### config.mk
export PLATFORM = sky130hd
export DESIGN_NAME = frame_sync_flag
export DESIGN_NICKNAME = d
export VERILOG_FILES = /design/src/rtl/fsf_pkg.sv /design/src/rtl/fsf_divider.sv /design/src/rtl/fsf_status_latch.sv /design/src/rtl/fsf_flag_shaper.sv /design/src/rtl/fsf_cmd_gate.sv /design/src/rtl/frame_sync_flag.sv
export SDC_FILE = /design/constraint.sdc
export NUM_CORES = 1
export LEC_CHECK = 0
export BUFFER_PORTS_ARGS = -buffer_cell sky130_fd_sc_hd__buf_2
export CORE_MARGIN = 2
export CORE_UTILIZATION = 42
export CTS_BUF_LIST = sky130_fd_sc_hd__clkbuf_2 sky130_fd_sc_hd__clkbuf_4 sky130_fd_sc_hd__clkbuf_8
export DETAILED_ROUTE_END_ITERATION = 7
export PLACE_DENSITY = 0.69
export SLEW_MARGIN = 10
export SYNTH_ARGS = -nofsm -noshare
export SYNTH_HDL_FRONTEND = slang
export SYNTH_SLANG_ARGS = --single-unit
### constraint.sdc
create_clock -name clk -period 1.8 [get_ports clk]
set_input_delay 0.36 -clock clk [delete_from_list [all_inputs] [get_ports clk]]
set_output_delay 0.36 -clock clk [all_outputs]
set_load 0.02 [all_outputs]
### src/rtl/fsf_pkg.sv
package fsf_pkg;
  typedef enum logic [1:0] {
    CORR_NONE   = 2'b00,
    CORR_SINGLE = 2'b01,
    CORR_DOUBLE = 2'b10,
    CORR_LOST   = 2'b11
  } corr_e;
endpackage

### src/rtl/fsf_divider.sv
module fsf_divider #(
  parameter int unsigned FRAME_DIV = 2304,
  localparam int unsigned CW = $clog2(FRAME_DIV),
  localparam int unsigned HALF = FRAME_DIV / 2
) (
  input  logic          clk,
  input  logic          rst,
  output logic          hi_phase,
  output logic [CW-1:0] hpos,
  output logic [1:0]    load_stage
);
  logic [CW-1:0] cnt_q;

  always_ff @(posedge clk) begin
    if (rst) begin
      cnt_q <= '0;
    end else if (cnt_q == CW'(FRAME_DIV - 1)) begin
      cnt_q <= '0;
    end else begin
      cnt_q <= cnt_q + 1'b1;
    end
  end

  always_comb begin
    hi_phase      = (cnt_q >= CW'(HALF));
    hpos          = hi_phase ? (cnt_q - CW'(HALF)) : cnt_q;
    load_stage[0] = (cnt_q == CW'(FRAME_DIV - 1));
    load_stage[1] = (cnt_q == CW'(HALF - 1));
  end


  wrap_chk: assert property (@(posedge clk) disable iff (rst)
    (cnt_q == CW'(FRAME_DIV - 1)) |=> (cnt_q == '0));
endmodule

### src/rtl/fsf_status_latch.sv
module fsf_status_latch
  import fsf_pkg::*;
#(
  parameter int unsigned NSTAGE = 2
) (
  input  logic                  clk,
  input  logic                  rst,
  input  logic [NSTAGE-1:0]     load_stage,
  input  logic [NSTAGE-1:0][1:0] stage_in,
  input  logic                  hi_phase,
  output corr_e                 sel_st
);
  corr_e st_q [NSTAGE];

  for (genvar g = 0; g < NSTAGE; g++) begin : g_stage
    always_ff @(posedge clk) begin
      if (rst) begin
        st_q[g] <= CORR_NONE;
      end else if (load_stage[g]) begin
        st_q[g] <= corr_e'(stage_in[g]);
      end
    end


    hold_chk: assert property (@(posedge clk) disable iff (rst)
      !load_stage[g] |=> $stable(st_q[g]));
  end

  assign sel_st = hi_phase ? st_q[1] : st_q[0];
endmodule

### src/rtl/fsf_flag_shaper.sv
module fsf_flag_shaper
  import fsf_pkg::*;
#(
  parameter int unsigned FRAME_DIV = 2304,
  parameter int unsigned PULSE_LEN = 64,
  localparam int unsigned CW = $clog2(FRAME_DIV)
) (
  input  corr_e         st,
  input  logic [CW-1:0] hpos,
  output logic          flag
);
  localparam int unsigned P1_BEG = PULSE_LEN;
  localparam int unsigned P1_END = 2 * PULSE_LEN;
  localparam int unsigned P2_BEG = 3 * PULSE_LEN;
  localparam int unsigned P2_END = 4 * PULSE_LEN;

  logic in_p1, in_p2;

  always_comb begin
    in_p1 = (hpos >= CW'(P1_BEG)) && (hpos < CW'(P1_END));
    in_p2 = (hpos >= CW'(P2_BEG)) && (hpos < CW'(P2_END));
    unique case (st)
      CORR_NONE:   flag = 1'b0;
      CORR_SINGLE: flag = in_p1;
      CORR_DOUBLE: flag = in_p1 | in_p2;
      CORR_LOST:   flag = 1'b1;
      default:     flag = 1'b0;
    endcase
  end
endmodule

### src/rtl/fsf_cmd_gate.sv
module fsf_cmd_gate #(
  parameter logic [7:0] CMD_MUTE   = 8'h0A,
  parameter logic [7:0] CMD_UNMUTE = 8'h0B
) (
  input  logic       clk,
  input  logic       rst,
  input  logic       cmd_valid,
  input  logic [7:0] cmd_byte,
  output logic       en_q
);
  always_ff @(posedge clk) begin
    if (rst) begin
      en_q <= 1'b1;
    end else if (cmd_valid) begin
      if (cmd_byte == CMD_MUTE)        en_q <= 1'b0;
      else if (cmd_byte == CMD_UNMUTE) en_q <= 1'b1;
    end
  end


  ignore_chk: assert property (@(posedge clk) disable iff (rst)
    !(cmd_valid && (cmd_byte == CMD_MUTE || cmd_byte == CMD_UNMUTE)) |=> $stable(en_q));
endmodule

### src/rtl/frame_sync_flag.sv
module frame_sync_flag
  import fsf_pkg::*;
#(
  parameter int unsigned FRAME_DIV  = 2304,
  parameter int unsigned PULSE_LEN  = 64,
  parameter logic [7:0]  CMD_MUTE   = 8'h0A,
  parameter logic [7:0]  CMD_UNMUTE = 8'h0B
) (
  input  logic       clk,
  input  logic       rst,
  input  logic [1:0] c1_status,
  input  logic [1:0] c2_status,
  input  logic       cmd_valid,
  input  logic [7:0] cmd_byte,
  output logic       fsync_o,
  output logic       eflag_o
);
  localparam int unsigned CW = $clog2(FRAME_DIV);

  logic          hi_phase;
  logic [CW-1:0] hpos;
  logic [1:0]    load_stage;
  corr_e         sel_st;
  logic          flag;
  logic          en_q;

  fsf_divider #(.FRAME_DIV(FRAME_DIV)) u_div (
    .clk        (clk),
    .rst        (rst),
    .hi_phase   (hi_phase),
    .hpos       (hpos),
    .load_stage (load_stage)
  );

  fsf_status_latch #(.NSTAGE(2)) u_latch (
    .clk        (clk),
    .rst        (rst),
    .load_stage (load_stage),
    .stage_in   ({c2_status, c1_status}),
    .hi_phase   (hi_phase),
    .sel_st     (sel_st)
  );

  fsf_flag_shaper #(.FRAME_DIV(FRAME_DIV), .PULSE_LEN(PULSE_LEN)) u_shape (
    .st   (sel_st),
    .hpos (hpos),
    .flag (flag)
  );

  fsf_cmd_gate #(.CMD_MUTE(CMD_MUTE), .CMD_UNMUTE(CMD_UNMUTE)) u_cmd (
    .clk       (clk),
    .rst       (rst),
    .cmd_valid (cmd_valid),
    .cmd_byte  (cmd_byte),
    .en_q      (en_q)
  );

  always_ff @(posedge clk) begin
    if (rst) begin
      fsync_o <= 1'b0;
      eflag_o <= 1'b0;
    end else begin
      fsync_o <= en_q & hi_phase;
      eflag_o <= en_q & flag;
    end
  end


  gate_chk: assert property (@(posedge clk) disable iff (rst)
    !en_q |=> (!fsync_o && !eflag_o));


  phase_chk: assert property (@(posedge clk) disable iff (rst)
    (en_q && hi_phase) |=> fsync_o);
endmodule

==> out/qor.yml, run 1 <==
pwr:
  switching_share: 0.213
  pwr-share-comb: 0.061
  intPower_uw: 568
  p_sw_uw: 154
  p_per_area_mw_per_mm2: 675
  p_leak_nw: 0.416
  ir_worst_vdd_mv: 0.405
  power_frac_clock: 0.317
  sequentialPowerShare: 0.622
floorplan:
  die_x_um: 50.8
  die_height_um: 50.8
  placementRows: 16
  pin_count: 17
  die_area_mm2: 0.00258
  start_util: 0.455
  core-area_mm2: 0.00202
worst_hold_path:
  worstHoldStart: "cmd_byte[0]"
  hp-class: "in -> reg"
  hold_depth: 2
  hold_path_end: "u_cmd.en_q"
route:
  wl_per_cell_um: 11.6
  detail-route-antenna-nets: 0
  vias: 715
  drtPass1Iterations: 4
  via_per_inst: 5.04
  drt_iter0_markers: 9
  drc: 0
  wirelength_um: 1650
global_route:
  overflow: 0
  track_usage: 0.146
  antenna_found_initial: 0
  grt_pass1_vias: 632
  grt_max_degree: 11
  grt_pass1_wl_um: 2720
logic_synthesis:
  synth.most_common_cell: "dfxtp_1"
  synth_common_cells: "dfxtp_1 (15), nor2_1 (12), inv_1 (7), nand2_1 (6)"
  ys_seq_area_frac: 0.457
  synth_enable_flop_cells: 4
  synth-simple-area-share: 0.249
  ys_ff_latch: 19
  netlist.area_leader.share: 0.326
  synth-compound-area-share: 0.122
  synth-adder-area-share: 0.0543
  synth_top_family_by_area: "simple AND/OR/NAND/NOR gates"
  synth_cells: 95
  async_reset_ff_frac: 0
  syn_nets: 114
  synthFlopType: "dfxtp_1"
  syn_avg_cell_area_um2: 9.69
  synth_top_cells_by_area: "dfxtp_1 (33%), edfxtp_1 (13%), ha_1 (5.4%)"
  synthesis.area_um2: 921
  yosys_warnings: 0
  synth_cell_types: 34
  yosysTopAreaCell: "dfxtp_1"
  synth_xor_area_frac: 0.0856
  synthMuxAreaShare: 0
clock_tree:
  post_cts_resized: 0
  tritoncts: "done"
  clockBufferDepth: 2
  cts_buffers: 3
  htree_levels: 1
  cts_hold_buf: 0
  clk_latency_ps: 290
  cts-root-buf: "clkbuf_4"
  cts.sinks: 19
  cts.clk_slew.worst_paths_ps: 100
  postCtsSetupBuffers: 0
placed_design:
  gp_congestion: 0.788
  placed_area_mm2: 0.00104
  io_buffers: 16
  post-place-cells: 138
  hpwl_um: 1260
layout:
  area_growth_pct: 16.2
  fin_util: 0.529
  final_nets: 135
  final_area_mm2: 0.00107
  fin_cells: 142
  drive_gt1_frac: 0.243
  fill_cells: 194
  antennaDiodeCount: 0
sta:
  rsz0062_at_grt: "no"
  fin_setup_tns_ps: 0
  hold_viol: 0
  tightestPinTransition_ps: 340
  finalCriticalPeriod_ps: 1580
  fin_crit_sh: 0.875
  relSlewSlack: 0.770
  fmax_mhz: 635
  setup-violations-final: 0
  clock_skew_ps: 2.91
  final_max_slew_viol_count: 0
worst_setup_path:
  worstSetupEndpointType: "register"
  worstSetupPathType: "reg -> reg"
  reg2reg_to: "eflag_o"
  crit_required_ps: 2010
  r2r_setup_slack_ps: 220
  r2r-start: "u_div.cnt_q[7]"
  path_max_fanout: 4
  ff2ff_path_depth: 6
  critPathLaunchType: "register"
  arrival_ps: 1790
flow_run:
  maxCapViolations: 0
run_status:
  outcome: "finished, final reports clean"
-- layout make-up --
| cell class | instances | area [um2] | share of cell area |
|---|---|---|---|
| repair buffers | 17 | 87.6 | 0.0819 |
| multi-input cells | 68 | 470 | 0.440 |
| well taps | 27 | 33.8 | 0.0316 |
| inverters | 7 | 26.3 | 0.0246 |
| clock buffers | 4 | 30.0 | 0.0281 |
| flip-flops and latches | 19 | 422 | 0.394 |
-- per-layer routing --
metal	vias to the layer above	track usage	part of all wire
li1	368	-	-
met1	338	0.165	0.46
met2	7	0.243	0.50
met3	2	0.0614	0.029
met4	0	0.0541	0.0079
met5	-	0	0
-- cell usage in the layout (no fill, tap or decap), drive strengths merged, types with 3 or more instances in the layout --
master  count
edfxtp      4
xor2        5
o21ai       4
ha          4
buf        17
a21oi       3
or3         3
dfxtp      15
and2        5
xnor2       4
clkbuf      4
nand2       6
nor2       12
inv         7
nand3       3
-- registers in the layout, indices dropped and copies added (netlist names) --
name / flops
u_cmd.en_q: 1
u_latch.st_q: 4
u_div.cnt_q: 12
eflag_o: 1
fsync_o: 1
-- kinds of logic (layout without fill, tap and decap cells) --
family,after synthesis,count (layout)
AO/OA/AOI/OAI,15,15
buffers and inverters,8,28
flip-flops,19,19
XOR/XNOR,9,9
AND/OR/NAND/NOR,40,40
adder cells (fa/ha/maj),4,4
-- through the flow --
stage	hold slack [ps]	setup slack, ps	power (mW)
finish	298	224	0.722
global route	281	64.0	0.761
CTS	290	118	0.737
detailed placement	471	141	0.504
global placement	440	253	0.501
floorplan	426	314	0.482
-- worst max-delay path by stage --
stage / startpoint / to / slack, ps / cells after the start
after floorplan: u_div.cnt_q[0] / u_latch.st_q[0][0] / 310 / 4
after global placement: u_div.cnt_q[7] / eflag_o / 250 / 6
after detailed placement: u_div.cnt_q[7] / eflag_o / 140 / 6
after CTS: u_div.cnt_q[7] / eflag_o / 120 / 6
after global routing: u_div.cnt_q[7] / eflag_o / 60 / 6
final: u_div.cnt_q[7] / eflag_o / 220 / 6
-- worst max-delay path: stages, from the launching register on --
cell	delay [ps]
dfxtp_2	390
inv_1	110
ha_1	220
xor2_1	150
nor4_1	240
o21ai_0	150
a221oi_2	240
-- power by group through the flow --
stage / registers (mW) / logic (mW) / clock network [mW]
2_1_floorplan: 0.459 / 0.0232 / 0
3_3_place_gp: 0.459 / 0.0425 / 0
3_5_place_dp: 0.459 / 0.0444 / 0
4_1_cts: 0.449 / 0.0446 / 0.243
5_1_grt: 0.451 / 0.0500 / 0.260
6_report: 0.449 / 0.0441 / 0.229
No activity file was read; power rests on OpenSTA's default activity.
==> run 2, diff against run 1 <==
- clock period: 1.8 -> 2 ns (I/O delays scaled with it)
==> out/qor.yml, run 2 (synthesis results as in run 1) <==
global_route:
  track_usage: 0.150  # was 0.146
  grt_pass1_vias: 707  # was 632
  antenna_found_initial: 0  # unchanged
  overflow: 0  # unchanged
  grt_pass1_wl_um: 2920  # was 2720 um
  grt_max_degree: 11  # unchanged
run_status:
  outcome: "finished, final reports clean"  # unchanged
worst_hold_path:
  hp-class: "in -> reg"  # unchanged
pwr:
  p_leak_nw: 0.416  # about the same
  p_per_area_mw_per_mm2: 605  # was 675 mW/mm2
  ir_worst_vdd_mv: 0.452  # was 0.405 mV
  p_total_uw: 647  # was 722 uW
placed_design:
  hpwl_um: 1320  # was 1260 um
  post-place-cells: 138  # unchanged
  placed_area_mm2: 0.00104  # unchanged
  gp_congestion: 0.782  # was 0.788
  io_buffers: 16  # unchanged
sta:
  fin_setup_tns_ps: 0  # unchanged
  rsz0062_at_grt: "no"  # unchanged
  tightestPinTransition_ps: 341  # was 340 ps
  final_max_slew_viol_count: 0  # unchanged
  fmax_mhz: 613  # was 635 MHz
  fin_crit_sh: 0.816  # was 0.875
  relSlewSlack: 0.769  # was 0.770
  finalCriticalPeriod_ps: 1630  # was 1580 ps
  hold_viol: 0  # unchanged
  setup-violations-final: 0  # unchanged
  clock_skew_ps: 8.13  # was 2.91 ps
floorplan:
  start_util: 0.455  # unchanged
  pin_count: 17  # unchanged
  core-area_mm2: 0.00202  # unchanged
  die_height_um: 50.8  # unchanged
  placementRows: 16  # unchanged
  die_area_mm2: 0.00258  # unchanged
  die_x_um: 50.8  # unchanged
layout:
  area_growth_pct: 16.0  # was 16.2%
  final_cell_mix: "buf_2 (16), dfxtp_1 (15), nor2_1 (12)"  # was buf_2 (16), dfxtp_1 (14), nor2_1 (12)
  fin_util: 0.528  # was 0.529
  regMostFlops: "u_div.cnt_q"  # unchanged
  final_nets: 135  # unchanged
  drive_gt1_frac: 0.235  # was 0.243
  final_area_mm2: 0.00107  # about the same
  reg.largest.list: "u_div.cnt_q x12, u_latch.st_q x4"  # unchanged
  largest_reg_flops: 12  # unchanged
  layout_commonest_cell: "buf_2"  # unchanged
  fill_cells: 197  # was 194
  antennaDiodeCount: 0  # unchanged
  fin_cells: 142  # unchanged
worst_setup_path:
  path_max_fanout: 4  # unchanged
  crit_required_ps: 2210  # was 2010 ps
  worstSetupPathType: "reg -> reg"  # unchanged
  critPathLaunchType: "register"  # unchanged
  arrival_ps: 1840  # was 1790 ps
  worstSetupEndpointType: "register"  # unchanged
route:
  drc: 0  # unchanged
  detail-route-antenna-nets: 0  # unchanged
  vias: 709  # was 715
  via_per_inst: 4.99  # was 5.04
  drt_iter0_markers: 9  # unchanged
  drtPass1Iterations: 4  # unchanged
  wl_per_cell_um: 11.7  # was 11.6 um
  wirelength_um: 1660  # was 1650 um
clock_tree:
  cts_hold_buf: 0  # unchanged
  htree_levels: 1  # unchanged
  cts-root-buf: "clkbuf_4"  # unchanged
  postCtsSetupBuffers: 0  # unchanged
  cts.clk_slew.worst_paths_ps: 110  # was 100 ps
  tritoncts: "done"  # unchanged
  clockBufferDepth: 2  # unchanged
  clk_latency_ps: 290  # about the same
  cts_buffers: 3  # unchanged
  cts.sinks: 19  # unchanged
  post_cts_resized: 0  # unchanged
flow_run:
  maxCapViolations: 0  # unchanged
## run 2: cell count changes in the layout (fill, tap and decap cells not counted)
cell / delta
dfxtp_1: +1
dfxtp_2: -1
## run 2: layout make-up
| class | instances | area (um2) | area share |
|---|---|---|---|
| multi-input cells | 68 | 470 | 0.440 |
| flip-flops and latches | 19 | 420 | 0.393 |
| repair buffers | 17 | 87.6 | 0.0820 |
| well taps | 27 | 33.8 | 0.0316 |
| clock buffers | 4 | 30.0 | 0.0281 |
| inverters | 7 | 26.3 | 0.0246 |
## run 2: final timing paths
path / cells past startpoint / startpoint / slack [ps] / to
max: 6 / u_div.cnt_q[7] / 370 / eflag_o
min: 2 / cmd_byte[0] / 350 / u_cmd.en_q
max reg2reg: 6 / u_div.cnt_q[7] / 370 / eflag_o
min reg2reg: 1 / u_div.cnt_q[0] / 470 / u_div.cnt_q[0]
## run 2: layer usage
metal  GRT usage  vias to the layer above  routed length [um]
li1            -                      370                   -
met1       0.169                      326                 768
met2       0.268                       10                 826
met3      0.0526                        3                  56
met4      0.0405                        0                   8
met5           0                        -                   0
## run 2: worst max-delay path, stage by stage, from the launching register on
cell,delay [ps]
dfxtp_1,430
inv_1,130
ha_1,230
xor2_1,150
nor4_1,220
o21ai_0,140
a221oi_2,250
## run 2: through the flow
stage	setup WS [ps]	hold slack, ps
2_1_floorplan	514	426
3_3_place_gp	463	439
3_5_place_dp	383	459
4_1_cts	369	340
5_1_grt	140	342
6_report	369	350
## run 2: report_power, final
group / switching, mW / leakage (nW) / internal [mW]
registers: 0.00551 / 0.162 / 0.399
clock network: 0.112 / 0.0184 / 0.0912
logic: 0.0180 / 0.235 / 0.0211
total: 0.135 / 0.416 / 0.511
